File: config.mk
export PLATFORM = sky130hd
export DESIGN_NAME = clk_prescale_chain
export DESIGN_NICKNAME = d
export VERILOG_FILES = /design/src/rtl/prescale_pkg.sv /design/src/rtl/prescale_decode.sv /design/src/rtl/prescale_stage.sv /design/src/rtl/clk_prescale_chain.sv
export SDC_FILE = /design/constraint.sdc
export NUM_CORES = 1
export LEC_CHECK = 0
export ABC_AREA = 1
export ABC_CLOCK_PERIOD_IN_PS = 2000
export BUFFER_PORTS_ARGS = -buffer_cell sky130_fd_sc_hd__buf_2
export CAP_MARGIN = 20
export CORE_AREA = 2 2 69 103
export CTS_CLUSTER_SIZE = 30
export DETAILED_ROUTE_END_ITERATION = 6
export DIE_AREA = 0 0 71 105
export PLACE_DENSITY = 0.77
export SYNTH_ARGS = -nofsm -noshare
export SYNTH_HDL_FRONTEND = slang
export SYNTH_SLANG_ARGS = --single-unit
export TNS_END_PERCENT = 1
File: constraint.sdc
create_clock -name clk -period 2 [get_ports clk]
set_input_delay 0.3 -clock clk [delete_from_list [all_inputs] [get_ports clk]]
set_output_delay 0.3 -clock clk [all_outputs]
set_load 0.005 [all_outputs]
File: src/rtl/prescale_pkg.sv
package prescale_pkg;

  localparam int MAIN_W = 10;
  localparam int PER_W  = 5;
  localparam int CONV_W = 4;

  localparam int MAIN_LSB = 4;
  localparam int PER1_LSB = 8;
  localparam int PER2_LSB = 11;
  localparam int CONV_LSB = 14;

  // main stage: bit3 clear -> 1; otherwise power of two, skipping 32
  function automatic logic [MAIN_W-1:0] main_ratio(input logic [3:0] code);
    logic [3:0] sh;
    if (!code[3]) return MAIN_W'(1);
    sh = {1'b0, code[2:0]} + 4'd1 + {3'b0, code[2]};
    return MAIN_W'(1) << sh;
  endfunction

  // peripheral stage: bit2 clear -> 1; otherwise 2,4,8,16
  function automatic logic [PER_W-1:0] per_ratio(input logic [2:0] code);
    if (!code[2]) return PER_W'(1);
    return PER_W'(1) << ({1'b0, code[1:0]} + 3'd1);
  endfunction

  // converter stage: 2*(code+1)
  function automatic logic [CONV_W-1:0] conv_ratio(input logic [1:0] code);
    return {1'b0, ({1'b0, code} + 3'd1), 1'b0};
  endfunction

endpackage

File: src/rtl/prescale_decode.sv
module prescale_decode
  import prescale_pkg::*;
(
  input  logic [15:0]       cfg,
  output logic [MAIN_W-1:0] main_r,
  output logic [PER_W-1:0]  per1_r,
  output logic [PER_W-1:0]  per2_r,
  output logic [CONV_W-1:0] conv_r
);
  always_comb begin
    main_r = main_ratio(cfg[MAIN_LSB +: 4]);
    per1_r = per_ratio(cfg[PER1_LSB +: 3]);
    per2_r = per_ratio(cfg[PER2_LSB +: 3]);
    conv_r = conv_ratio(cfg[CONV_LSB +: 2]);
  end
endmodule

File: src/rtl/prescale_stage.sv
module prescale_stage #(
  parameter int W         = 4,
  parameter int RST_RATIO = 1
) (
  input  logic         clk,
  input  logic         rst_n,
  input  logic         up_en,
  input  logic [W-1:0] next_ratio,
  output logic         stb,
  output logic [W-1:0] cur_ratio
);
  logic [W-1:0] cnt;
  logic [W-1:0] act;
  logic         at_end;

  assign at_end    = (cnt == act - W'(1));
  assign stb       = up_en & at_end;
  assign cur_ratio = act;

  always_ff @(posedge clk) begin
    if (!rst_n) begin
      cnt <= '0;
      act <= W'(RST_RATIO);
    end else if (up_en) begin
      if (at_end) begin
        cnt <= '0;
        act <= next_ratio;
      end else begin
        cnt <= cnt + W'(1);
      end
    end
  end
endmodule

File: src/rtl/clk_prescale_chain.sv
module clk_prescale_chain
  import prescale_pkg::*;
(
  input  logic        clk,
  input  logic        rst_n,
  input  logic [15:0] cfg_word,
  output logic        main_en,
  output logic        per1_en,
  output logic        per2_en,
  output logic        conv_en,
  output logic [9:0]  main_div,
  output logic [4:0]  per1_div,
  output logic [4:0]  per2_div,
  output logic [3:0]  conv_div
);
  logic [MAIN_W-1:0] main_r;
  logic [PER_W-1:0]  per1_r, per2_r;
  logic [CONV_W-1:0] conv_r;

  prescale_decode u_dec (
    .cfg(cfg_word), .main_r(main_r), .per1_r(per1_r),
    .per2_r(per2_r), .conv_r(conv_r)
  );

  prescale_stage #(.W(MAIN_W), .RST_RATIO(1)) u_main (
    .clk(clk), .rst_n(rst_n), .up_en(1'b1), .next_ratio(main_r),
    .stb(main_en), .cur_ratio(main_div)
  );

  prescale_stage #(.W(PER_W), .RST_RATIO(1)) u_per1 (
    .clk(clk), .rst_n(rst_n), .up_en(main_en), .next_ratio(per1_r),
    .stb(per1_en), .cur_ratio(per1_div)
  );

  prescale_stage #(.W(PER_W), .RST_RATIO(1)) u_per2 (
    .clk(clk), .rst_n(rst_n), .up_en(main_en), .next_ratio(per2_r),
    .stb(per2_en), .cur_ratio(per2_div)
  );

  prescale_stage #(.W(CONV_W), .RST_RATIO(2)) u_conv (
    .clk(clk), .rst_n(rst_n), .up_en(per2_en), .next_ratio(conv_r),
    .stb(conv_en), .cur_ratio(conv_div)
  );
endmodule

==> impl_metrics.env <==
export IMPL_status="finished with violations"
export IMPL_violations="negative setup slack"
export IMPL_endpoint_kind="primary output"
export IMPL_critPathSlowestCell="dfxtp_2"
export IMPL_critical_path_class="flop to primary output"
export IMPL_slowest_delay_ps=330
export IMPL_cts_root_buffer="clkbuf_8"
export IMPL_finalInstanceArea_um2=3620
export IMPL_fin_crit_sh=1.17
export IMPL_die_w_um=71
export IMPL_ir_drop_v=0.000975
export IMPL_synthArstFlopShare=0
export IMPL_diodes=0
export IMPL_avgRoutedWirePerCell_um=12.7
export IMPL_power_density_nw_per_um2=1600
export IMPL_grt_pass1_vias=2689
export IMPL_drc=0
export IMPL_netlist_area_um2=2860
export IMPL_synth_top_area_share=0.330
export IMPL_cts_hold_buffers=0
export IMPL_slew_viol_final=0
export IMPL_core_area_um2=6530
export IMPL_avgSynthCellArea_um2=6.86
export IMPL_cts_tree="done"
export IMPL_synth_cells=416
export IMPL_synth_most_common_cell="nand2_1"
export IMPL_ys_warnings_count=0
export IMPL_critPathBufInv=5
export IMPL_grt_use_total=0.190
export IMPL_fp_dieH_um=105
export IMPL_setup_violations=43
export IMPL_io_pins=46
export IMPL_dpl_worst_slack_ps=-127
export IMPL_yosys_top_cells_area="dfxtp_1 33%, nand2_1 13%, nor2_1 7.5%"
export IMPL_clock_path_buffers=2
export IMPL_dieArea_um2=7460
export IMPL_leakage_nw=1.71
export IMPL_start_kind="flop"
export IMPL_synthAdderAreaFrac=0.0482
export IMPL_skew_ps=11.3
export IMPL_setup_ws_ps=-343
export IMPL_synth_compound_area_frac=0.0670
export IMPL_synth_commonest_cells="97 x nand2_1, 57 x nor2_1, 47 x dfxtp_1"
export IMPL_std_cell_rows=36
export IMPL_dp_hpwl_mm=5.21
export IMPL_crit_chain="inv_2, buf_4, buf_4, nand2_2, nor2_2, nand3_1, nand2_1, nand2_1, nor2_2, buf_4, nand3_4, nor2_4, buf_2"
export IMPL_area_growth_pct=26.9
export IMPL_clk_latency_ps=300
export IMPL_critical_path_top_delay_family="simple AND/OR/NAND/NOR gates"
export IMPL_cts_buffers_inserted=5
export IMPL_hold_ws_ps=296
export IMPL_clkTransAtPathRegs_ps=90
export IMPL_rsz0062_at_grt="yes"
export IMPL_fmax_ghz=0.427
export IMPL_cts_sinks=47
export IMPL_grt_pass1_wl_mm=11.7
export IMPL_critical_path_max_fanout=5
export IMPL_crit_arrival_ps=2040
export IMPL_yosysTopAreaCell="dfxtp_1"
export IMPL_start_util=0.437
export IMPL_fin_crit_ps=2340
export IMPL_ys_seq_area_frac=0.330
export IMPL_synth_nets=445
export IMPL_crit_required_ps=1700
export IMPL_synthFlopType="dfxtp_1"
export IMPL_drive_above_1_share=0.250
export IMPL_finalHoldViolations=0
export IMPL_placed_area_um2=3320
export IMPL_antenna_found_initial=0
export IMPL_ctsHtreeMaxLevel=2
export IMPL_synth_seq_cells=47
export IMPL_synthMuxAreaShare=0
export IMPL_cp_common_cell="buf_4"
export IMPL_drtAntennaViolNets=0
export IMPL_synth_edf_count=0
export IMPL_ys_types=30
export IMPL_synth_simple_area_share=0.372
export IMPL_hold_path_class="input pin to flop"
export IMPL_place_congestion=0.866
export IMPL_synth_top_family_by_area="simple AND/OR/NAND/NOR gates"
export IMPL_fin_util=0.555
export IMPL_maxCapViolCount=0
export IMPL_drt_total_wl_mm=7.19
export IMPL_num_vias=2905
export IMPL_drt_iter0_drc=241
export IMPL_numPortBuffers=40
export IMPL_vias_per_cell=5.15
export IMPL_fin_nets=516
export IMPL_grt_max_degree=19
export IMPL_firstDrtPassIters=5
export IMPL_synth_xor_area_frac=0.101
export IMPL_grt_ovfl_total=0
-- metrics by stage --
stage	cells	TNS, ps	power (mW)
2_1_floorplan	416	-13.0	3.25
6_report	564	-3940	5.79
4_1_cts	561	-2840	5.51
3_3_place_gp	549	-613	4.31
5_1_grt	564	-10410	6.21
3_5_place_dp	549	-2400	4.38
-- power by group --
| group | internal [mW] | switching, mW | leakage [nW] |
|---|---|---|---|
| Combinational | 1.66 | 2.09 | 1.27 |
| Sequential | 1.07 | 0.147 | 0.381 |
| Clock | 0.500 | 0.318 | 0.0654 |
-- what timing repair did --
| item | in CTS | in global routing |
|---|---|---|
| resized for setup | 13 | 18 |
| pin swaps | 9 | 10 |
| endpoints found under the hold margin | 0 | 0 |
| setup endpoints to repair | 42 | 51 |
| gates cloned | 0 | 0 |
| buffers inserted | 4 | 3 |
-- cells by family after synthesis --
logic type	after synthesis
adders and majority gates	11
other	1
xor gates and xnor gates	33
buffers and inverters	57
AOI/OAI and AO/OA	35
DFF	47
and+or+nand+nor	232
-- final timing paths --
| path | slack, ps | to | startpoint | cells past startpoint |
|---|---|---|---|---|
| min reg2reg | 510 | u_per1.cnt[1] | u_per1.cnt[1] | 2 |
| max | -340 | per2_en | u_main.cur_ratio[0] | 13 |
| min | 300 | u_per1.cur_ratio[1] | cfg_word[9] | 4 |
| max reg2reg | -150 | u_main.cur_ratio[7] | u_main.cur_ratio[0] | 16 |
-- state kept, by name (all words and copies together) (netlist names) --
name / count
u_per2.cur_ratio: 5
u_per2.cnt: 5
u_conv.cnt: 4
u_per1.cur_ratio: 5
u_per1.cnt: 5
u_conv.cur_ratio: 3
u_main.cnt: 10
u_main.cur_ratio: 10
-- worst min-delay path: stages --
cell and delay, ps:
buf_2 100, nor3_1 50, nand2_1 50, a21oi_1 60
-- metal layers --
metal  wire length (µm)  global-route usage  up-vias
met5                  0                   0        -
met4                175              0.0674        0
met3                277              0.0318       14
met2               3920               0.354       97
met1               2820               0.213     1328
li1                   -                   -     1466
-- layout by cell type, fill, tap and decap left out, types with 10 or more instances in the layout --
cell and instances:
nand2_1 91, nand3_1 34, buf_4 23, nor2_1 51
xor2_1 19, a21oi_1 15, buf_2 39, inv_1 44
ha_1 10, nor3_1 13, xnor2_1 13, dfxtp_1 45
-- final cells by class --
class                           count  area [µm²]
Fill cell                         609        2910
Inverter                           51         191
Clock buffer                        6        72.6
Tap cell                           76        95.1
Clock inverter                      2        60.1
Multi-Input combinational cell    312        1790
Sequential cell                    47         943
Timing Repair Buffer               70         475
(Power assumes the default switching activity.)
